===== config.mk =====
export PLATFORM = sky130hd
export DESIGN_NAME = attr_ctrl_port
export DESIGN_NICKNAME = d
export VERILOG_FILES = /design/src/rtl/attr_pkg.sv /design/src/rtl/attr_host_if.sv /design/src/rtl/attr_regfile.sv /design/src/rtl/attr_pix_map.sv /design/src/rtl/attr_ctrl_port.sv
export SDC_FILE = /design/constraint.sdc
export NUM_CORES = 1
export LEC_CHECK = 0
export ABC_AREA = 1
export BUFFER_PORTS_ARGS = -buffer_cell sky130_fd_sc_hd__buf_2
export CORE_ASPECT_RATIO = 1.4
export CORE_MARGIN = 2
export CORE_UTILIZATION = 39
export DETAILED_ROUTE_END_ITERATION = 6
export HOLD_SLACK_MARGIN = 0.03
export PLACE_DENSITY = 0.53
export SETUP_SLACK_MARGIN = 0.2
export SLEW_MARGIN = 25
export SYNTH_ARGS = -nofsm -noshare
export SYNTH_HDL_FRONTEND = slang
export SYNTH_HIERARCHICAL = 1
export SYNTH_SLANG_ARGS = --single-unit

===== constraint.sdc =====
create_clock -name clk -period 2 [get_ports clk]
set_input_delay 0.2 -clock clk [delete_from_list [all_inputs] [get_ports clk]]
set_output_delay 0.2 -clock clk [all_outputs]
set_load 0.01 [all_outputs]

===== src/rtl/attr_pkg.sv =====
package attr_pkg;
    localparam int PIX_W  = 4;
    localparam int NUM_PAL = 1 << PIX_W;
    localparam int PAL_W  = 6;
    localparam int SEL_W  = 5;
    localparam int DAT_W  = 8;
    localparam int OUT_W  = 8;
    localparam int CSEL_W = 4;
    localparam int PAN_W  = 4;
    localparam int MODE_W = 8;

    localparam logic [SEL_W-1:0] IX_MODE  = 5'h10;
    localparam logic [SEL_W-1:0] IX_BORD  = 5'h11;
    localparam logic [SEL_W-1:0] IX_PLANE = 5'h12;
    localparam logic [SEL_W-1:0] IX_PAN   = 5'h13;
    localparam logic [SEL_W-1:0] IX_CSEL  = 5'h14;

    localparam int MB_WIDE   = 6;  // 256-colour: colour select ignored
    localparam int MB_MIDSRC = 7;  // index bits 5:4 from colour select

    typedef struct packed {
        logic [MODE_W-1:0] mode;
        logic [PAL_W-1:0]  bord;
        logic [PAL_W-1:0]  plane;
        logic [PAN_W-1:0]  pan;
        logic [CSEL_W-1:0] csel;
    } ctl_regs_t;

    typedef struct packed {
        logic             wr;
        logic             pal_lock;
        logic [SEL_W-1:0] sel;
        logic [DAT_W-1:0] data;
    } reg_wr_t;

    function automatic logic [OUT_W-1:0] compose_index(
        input logic [PAL_W-1:0]  ent,
        input logic [MODE_W-1:0] mode,
        input logic [CSEL_W-1:0] csel
    );
        logic [OUT_W-1:0] r;
        r      = '0;
        r[3:0] = ent[3:0];
        if (mode[MB_WIDE]) begin
            r[5:4] = ent[5:4];
        end else begin
            r[5:4] = mode[MB_MIDSRC] ? csel[1:0] : ent[5:4];
            r[7:6] = csel[3:2];
        end
        return r;
    endfunction

    function automatic logic [1:0] status_pick(
        input logic [OUT_W-1:0] c,
        input logic [1:0]       sel
    );
        case (sel)
            2'd0:    return {c[2], c[0]};
            2'd1:    return {c[5], c[4]};
            2'd2:    return {c[3], c[1]};
            default: return {c[7], c[6]};
        endcase
    endfunction
endpackage


===== src/rtl/attr_host_if.sv =====
module attr_host_if
    import attr_pkg::*;
(
    input  logic             clk,
    input  logic             rst,
    input  logic             host_wr,
    input  logic [DAT_W-1:0] host_wdata,
    input  logic             status_rd,
    output logic             data_phase,
    output logic [SEL_W-1:0] cur_sel,
    output logic             scr_on,
    output reg_wr_t          wr_req
);
    always_ff @(posedge clk) begin
        if (rst) begin
            data_phase <= 1'b0;
            cur_sel    <= '0;
            scr_on     <= 1'b0;
        end else begin
            if (host_wr) begin
                if (!data_phase) begin
                    cur_sel    <= host_wdata[SEL_W-1:0];
                    scr_on     <= host_wdata[SEL_W];
                    data_phase <= 1'b1;
                end else begin
                    data_phase <= 1'b0;
                end
            end
            if (status_rd) data_phase <= 1'b0;
        end
    end

    always_comb begin
        wr_req.wr       = host_wr && data_phase;
        wr_req.pal_lock = scr_on;
        wr_req.sel      = cur_sel;
        wr_req.data     = host_wdata;
    end
endmodule


===== src/rtl/attr_regfile.sv =====
module attr_regfile
    import attr_pkg::*;
(
    input  logic                            clk,
    input  logic                            rst,
    input  reg_wr_t                         wr_req,
    input  logic [SEL_W-1:0]                rd_sel,
    output logic [NUM_PAL-1:0][PAL_W-1:0]   pal_q,
    output ctl_regs_t                       ctl_q,
    output logic [DAT_W-1:0]                rdata
);
    logic [NUM_PAL-1:0] pal_hit;

    for (genvar i = 0; i < NUM_PAL; i++) begin : g_hit
        assign pal_hit[i] = wr_req.wr && !wr_req.pal_lock
                            && (wr_req.sel == SEL_W'(i));
    end

    always_ff @(posedge clk) begin
        if (rst) begin
            pal_q <= '0;
        end else begin
            for (int k = 0; k < NUM_PAL; k++) begin
                if (pal_hit[k]) pal_q[k] <= wr_req.data[PAL_W-1:0];
            end
        end
    end

    always_ff @(posedge clk) begin
        if (rst) begin
            ctl_q <= '0;
        end else if (wr_req.wr) begin
            case (wr_req.sel)
                IX_MODE:  ctl_q.mode  <= wr_req.data[MODE_W-1:0];
                IX_BORD:  ctl_q.bord  <= wr_req.data[PAL_W-1:0];
                IX_PLANE: ctl_q.plane <= wr_req.data[PAL_W-1:0];
                IX_PAN:   ctl_q.pan   <= wr_req.data[PAN_W-1:0];
                IX_CSEL:  ctl_q.csel  <= wr_req.data[CSEL_W-1:0];
                default:  ;
            endcase
        end
    end

    always_comb begin
        rdata = '0;
        if (rd_sel < SEL_W'(NUM_PAL)) begin
            rdata = DAT_W'(pal_q[rd_sel[PIX_W-1:0]]);
        end else begin
            case (rd_sel)
                IX_MODE:  rdata = DAT_W'(ctl_q.mode);
                IX_BORD:  rdata = DAT_W'(ctl_q.bord);
                IX_PLANE: rdata = DAT_W'(ctl_q.plane);
                IX_PAN:   rdata = DAT_W'(ctl_q.pan);
                IX_CSEL:  rdata = DAT_W'(ctl_q.csel);
                default:  rdata = '0;
            endcase
        end
    end
endmodule


===== src/rtl/attr_pix_map.sv =====
module attr_pix_map
    import attr_pkg::*;
(
    input  logic                          clk,
    input  logic                          rst,
    input  logic [PIX_W-1:0]              pix_in,
    input  logic                          border,
    input  logic                          scr_on,
    input  logic [NUM_PAL-1:0][PAL_W-1:0] pal_q,
    input  ctl_regs_t                     ctl_q,
    output logic [OUT_W-1:0]              color_idx,
    output logic [1:0]                    stat_bits
);
    logic [PIX_W-1:0] gated;
    logic [PAL_W-1:0] entry;
    logic [OUT_W-1:0] idx_nxt;

    always_comb begin
        gated = pix_in & ctl_q.plane[PIX_W-1:0];
        entry = pal_q[gated];
        if (border || !scr_on) idx_nxt = OUT_W'(ctl_q.bord);
        else                   idx_nxt = compose_index(entry, ctl_q.mode, ctl_q.csel);
    end

    always_ff @(posedge clk) begin
        if (rst) color_idx <= '0;
        else     color_idx <= idx_nxt;
    end

    assign stat_bits = rst ? 2'b00 : status_pick(color_idx, ctl_q.plane[PAL_W-1:PIX_W]);
endmodule


===== src/rtl/attr_ctrl_port.sv =====
module attr_ctrl_port
    import attr_pkg::*;
(
    input  logic             clk,
    input  logic             rst,
    input  logic             host_wr,
    input  logic [DAT_W-1:0] host_wdata,
    input  logic             status_rd,
    output logic [DAT_W-1:0] host_rdata,
    input  logic [PIX_W-1:0] pix_in,
    input  logic             border,
    output logic [OUT_W-1:0] color_idx,
    output logic [1:0]       stat_bits,
    output logic [PAN_W-1:0] pan_shift
);
    logic                          data_phase;
    logic [SEL_W-1:0]              cur_sel;
    logic                          scr_on;
    reg_wr_t                       wr_req;
    logic [NUM_PAL-1:0][PAL_W-1:0] pal_q;
    ctl_regs_t                     ctl_q;

    attr_host_if u_host (
        .clk(clk), .rst(rst), .host_wr(host_wr), .host_wdata(host_wdata),
        .status_rd(status_rd), .data_phase(data_phase), .cur_sel(cur_sel),
        .scr_on(scr_on), .wr_req(wr_req)
    );

    attr_regfile u_regs (
        .clk(clk), .rst(rst), .wr_req(wr_req), .rd_sel(cur_sel),
        .pal_q(pal_q), .ctl_q(ctl_q), .rdata(host_rdata)
    );

    attr_pix_map u_pix (
        .clk(clk), .rst(rst), .pix_in(pix_in), .border(border),
        .scr_on(scr_on), .pal_q(pal_q), .ctl_q(ctl_q),
        .color_idx(color_idx), .stat_bits(stat_bits)
    );

    assign pan_shift = ctl_q.pan;
endmodule


=== After elaboration in Yosys (flattened, before gate mapping) ===
Index checks and enable logic that the tools add are counted.

* Magnitude comparators: 3
* Equal/unequal tests: 22
* Mux-type cells: 12
* Bitwise logic cells: 2
* Reductions and logical operators: 30

{| class="wikitable"
|+ Operators by type and width
! cell !! count
|-
| binary-select mux 6 bit (select 4 bit) || 2
|-
| == test 5 x 4 -> 1 bit (second input constant) || 8
|-
| case mux 8 bit (5 select lines) || 1
|-
| == test 5 bit (second input constant) || 5
|-
| == test 5 x 3 -> 1 bit (second input constant) || 4
|-
| logical AND 1 bit || 18
|-
| 2-to-1 mux 6 bit || 3
|-
| AND reduction 2 bit || 6
|-
| == test 5 x 2 -> 1 bit (second input constant) || 2
|-
| < comparator 4 x 5 -> 1 bit (second input constant) || 2
|-
| 2-to-1 mux 8 bit || 1
|-
| 2-to-1 mux 2 bit || 3
|-
| case mux 2 bit (3 select lines) || 1
|-
| == test 5 x 1 -> 1 bit (second input constant) || 1
|-
| zero test 5 bit || 1
|-
| < comparator 5 bit (second input constant) || 1
|-
| bitwise AND 4 bit || 1
|-
| OR reduction 3 bit || 1
|-
| == test 2 x 1 -> 1 bit (second input constant) || 1
|-
| == test 2 bit (second input constant) || 1
|-
| zero test 2 bit || 1
|-
| OR reduction 2 bit || 1
|-
| zero test 1 bit || 1
|-
| logical OR 1 bit || 1
|-
| 2 further kinds || 2
|}

* Register bits: 139
* Input bits: 17
* Output and inout port bits: 22
* Logic and storage cells: 95

=== Logic depth before layout (Yosys ltp) ===
* Depth after elaboration: 6
* Gate-level depth with buffers: 13

=== Cells and area by module ===
Netlist, hierarchy kept.

{| class="wikitable"
|+ By module, submodules not included
! module !! times used !! cells an instance !! area an instance (sq um)
|-
| attr_regfile || 1 || 870 || 6063.3
|-
| attr_pix_map || 1 || 310 || 1498.9
|-
| attr_host_if || 1 || 61 || 419.2
|}

=== Least setup slack after synthesis ===
No wires, ideal clock.

* Path type: register to register
* Start point: register u_host.data_phase
* End point: register u_regs/pal_q[30] (netlist name)
* Setup time: 0.132 ns
* Arrival time: 1.354 ns
* Data required time: 1.868 ns
* Path slack: 0.514 ns
* Stages on the path, launching flop included: 11
* Buffers on the path: 1
* Clock period less this slack: 1.486 ns
* Cell sequence: dfxtp_1 -> nand2_1 -> inv_1 -> inv_1 -> nor2_4 -> nand2_8 -> inv_2 -> buf_4 -> nand3_1 -> nand2_1 -> a21oi_1

{| class="wikitable"
|+ RTL lines
! item !! line !! source
|-
| start, declared || attr_host_if.sv:9 || <nowiki>output logic data_phase,</nowiki>
|-
| start signal, assigned || attr_host_if.sv:16 || <nowiki>data_phase <= 1'b0;</nowiki>
|-
| start signal, assigned || attr_host_if.sv:24 || <nowiki>data_phase <= 1'b1;</nowiki>
|-
| start signal, assigned || attr_host_if.sv:26 || <nowiki>data_phase <= 1'b0;</nowiki>
|-
| end signal, assigned by index || attr_regfile.sv:24 || <nowiki>if (pal_hit[k]) pal_q[k] <= wr_req.data[PAL_W-1:0];</nowiki>
|-
| end, declared || attr_regfile.sv:8 || <nowiki>output logic [NUM_PAL-1:0][PAL_W-1:0] pal_q,</nowiki>
|}

=== Final worst setup path ===
* Start point: register u_host.cur_sel[3]
* End point: output port host_rdata[2]

* Longest elaborated chain between the ends: 3
* Elaborated cells between the ends (all ways): 10

{| class="wikitable"
|+ Ends and longest elaborated chain
! item !! line !! source
|-
| start, declared || attr_host_if.sv:10 || <nowiki>output logic [SEL_W-1:0] cur_sel,</nowiki>
|-
| start signal, assigned || attr_host_if.sv:22 || <nowiki>cur_sel <= host_wdata[SEL_W-1:0];</nowiki>
|-
| binary-select mux 6 bit (select 4 bit) or == test 5 bit (tied branches) || attr_regfile.sv:47, attr_regfile.sv:49 ||
|-
| 2-to-1 mux 6 bit (not written as such) or case mux 8 bit (5 select lines) (tied branches) || attr_regfile.sv:47, attr_regfile.sv:49 ||
|-
| 2-to-1 mux 8 bit (*) || attr_regfile.sv:46 || <nowiki>if (rd_sel < SEL_W'(NUM_PAL)) begin</nowiki>
|-
| end, declared || attr_ctrl_port.sv:9 || <nowiki>output logic [DAT_W-1:0] host_rdata,</nowiki>
|}

Every way passes the cells marked *; elsewhere a longest branch is shown, timed or not. The select of a mux whose other input is x is not followed.

==> flow_metrics.tcl <==
set metrics [dict create \
    outcome "finished, violations left" \
    violations "negative setup slack" \
    rrSetupSlack_ps 280 \
    cp_top_family "simple AND/OR/NAND/NOR gates" \
    cp.required_ps 1800 \
    clk_pin_slew_ps 70 \
    die_w_um 125 \
    endpoint_kind "output pin" \
    finalSetupViolCount 6 \
    synth_seq_cells 139 \
    worstMarginPinSlew_ps 653 \
    grt_pass1_wl_um 45000 \
    drt_iter0_drc 726 \
    maxSlewViolCount 0 \
    critical_path.max_stage_delay_ps 400 \
    min_to "u_regs/ctl_q[27]$_SDFFE_PP0P_" \
    yosysSeqAreaShare 0.349 \
    core_um2 20000 \
    clock_sinks 139 \
    synth_cells 1241 \
    period_needed_ps 2100 \
    regToRegEndpoint "u_regs/pal_q[81]$_SDFFE_PP0P_" \
    crit_fanout 8 \
    hold_class "in -> reg" \
    report.final.hold_viol_count 0 \
    cts_tree "yes" \
    gp_congestion 0.882 \
    io_buffers 38 \
    firstDrtPassIters 7 \
    synth.distinct_cells 27 \
    fmax_mhz 475 \
    ff2ff_path_depth 7 \
    antenna_found_initial 0 \
    most-common-layout-cells "nand2_1, nand3_1, dfxtp_1" \
    std_cell_rows 61 \
    rr_startpoint "u_host/cur_sel[1]$_SDFFE_PP0P_" \
    final_common_cell "nand2_1" \
    yosysWarnings 6 \
    dp_hpwl_um 20300 \
    drcViolationCount 0 \
    whs_path_depth 3 \
    routed_wl_um 29000 \
    drive_gt1_frac 0.174 \
    grt_pass1_vias 7800 \
    drv_cap 0 \
    ant_nets 0 \
    tns_ps -508 \
    grt_max_degree 56 \
    holdWs_ps 55.1 \
    crit_buf_inv 2 \
    path_class "reg -> out" \
    final.period_utilization 1.05 \
    p_leak_uw 0.00385 \
    startpoint_type "register" \
    power_density_nw_per_um2 712 \
    vias 8233 \
    grt_overflow 0 \
    peakVddDrop_mv 0.726 \
    cts_buffer_depth 2 \
    netlist_area_um2 7980 \
    arrival_ps 1900 \
    dieArea_um2 21600 \
    synth_nets 1258 \
    worstHoldStart "host_wdata[7]" \
    slew_headroom 0.563 \
    cts_root_buf "clkbuf_16" \
    rsz0062_at_grt "true" \
    slowest_stage "dfxtp_4" \
    htreeDepth 4 \
    numCtsBuffers 17 \
    grt.total_usage 0.268 \
    die_h_um 173 \
    nNetsFinal 1291 \
    insertion_delay_ps 430 \
    routedWlPerCell_um 18.8 \
    avgViaCountPerCell 5.35 \
    area_delta_synth_final_pct 18.7 \
    skew_ps 12.7 \
    path_common_cell "nand2_1" \
    fin_ws_ps -105 \
    syn_avg_cell_area_um2 6.43 \
    antenna_cells 0 \
    initial_core_util 0.399 \
    crit_chain "nor2_8 > nand2_1 > inv_2 > nand2_2 > o22ai_1 > nor2_1 > nand2_1 > buf_2" \
    ios 39 \
]
==> synthesized netlist by cell type <==
library cell / count / share of area
buf_6: 12 / 0.017
nand2_4: 1 / 0.0014
nor2_1: 117 / 0.055
nand2_1: 426 / 0.20
o22ai_1: 5 / 0.0039
nand2_2: 8 / 0.0063
a21oi_1: 61 / 0.038
nor2_4: 5 / 0.0071
nor2_2: 4 / 0.0031
o21ai_1: 5 / 0.0031
nor2_8: 3 / 0.0075
buf_4: 25 / 0.024
a211oi_2: 6 / 0.0094
o21ai_0: 8 / 0.0050
a211oi_1: 64 / 0.060
inv_1: 105 / 0.049
nor3_4: 4 / 0.0082
inv_2: 11 / 0.0052
clkbuf_1: 27 / 0.013
buf_1: 1 / 0.00047
o211ai_1: 5 / 0.0047
inv_4: 1 / 0.00078
nand4_1: 18 / 0.014
buf_2: 24 / 0.015
nand3_1: 155 / 0.097
dfxtp_1: 139 / 0.35
nand2_8: 1 / 0.0025
==> worst reg2reg max path, stage by stage (launching register included) <==
cell and delay (ps):
dfxtp_4 380, bufbuf_16 300, inv_1 70, nand2_2 100, inv_2 270, buf_4 240, nand3_1 90, a21oi_1 190
==> logic make-up (layout without fill, tap and decap cells) <==
family,after synthesis,after routing,share of synthesized area
simple gates,742,743,0.403
buf+inv,206,250,0.124
compound gates,154,154,0.125
flops,139,139,0.349
==> registers in the layout (all words and copies together), names as in the netlist <==
| signal | cells |
|---|---|
| u_host/scr_on | 1 |
| u_host/data_phase | 1 |
| u_pix/color_idx | 8 |
| u_host/cur_sel | 5 |
| u_regs/pal_q | 96 |
| u_regs/ctl_q | 28 |
==> per-stage QoR <==
step                instance area, µm²  worst slack [ps]  utilization  total power (µW)  instances
global placement                  8310               144        0.416              3450       1481
global route                      9470              -190        0.474              6950       1538
finish                            9470              -105        0.474              6740       1538
CTS                               9270             -80.0        0.464              6780       1527
detailed placement                8310               162        0.416              3450       1481
floorplan                         7980               514            -              3250       1241
==> routing by layer <==
metal,vias up,global-route usage,share of wire
met5,-,0,0
met4,0,0.119,0.041
met3,67,0.0383,0.050
met2,286,0.462,0.49
met1,3814,0.331,0.42
li1,4066,-,-
==> report_power, final <==
part	internal (µW)	switching [µW]	leakage (µW)
clock	1910	1320	0.000274
combinational	216	477	0.00245
sequential	2790	36.4	0.00112
==> layout make-up <==
cell class	instances	area, µm²
clock buffers	19	453
well taps	252	315
repair buffers	100	913
repair inverters	2	16.3
flip-flops and latches	139	2800
inverters	117	467
multi-input cells	897	4380
clock inverters	12	138
fillers	2108	10500
==> worst max path at each step <==
stage	startpoint	to	slack, ps	cells after the start
final	u_host/cur_sel[3]$_SDFFE_PP0P_	host_rdata[2]	-100	8
after global placement	u_host/cur_sel[0]$_SDFFE_PP0P_	host_rdata[3]	140	10
after detailed placement	u_host/cur_sel[0]$_SDFFE_PP0P_	host_rdata[0]	160	10
after CTS	u_host/cur_sel[0]$_SDFFE_PP0P_	host_rdata[3]	-80	10
after floorplan	u_host/data_phase$_SDFFE_PP0P_	u_regs/pal_q[30]$_SDFFE_PP0P_	510	10
after global routing	u_host/cur_sel[0]$_SDFFE_PP0P_	host_rdata[0]	-190	9
==> repair_timing <==
item | 4_1_cts | 5_1_grt
gates resized for setup | 54 | 24
setup buffers | 9 | 10
hold buffers | 1 | 0
pin swaps | 13 | 10
cloned | 5 | 1
hold endpoints to repair | 1 | 0
endpoints found under the setup margin | 12 | 112
Note: power is estimated with default switching activity, not from simulation.
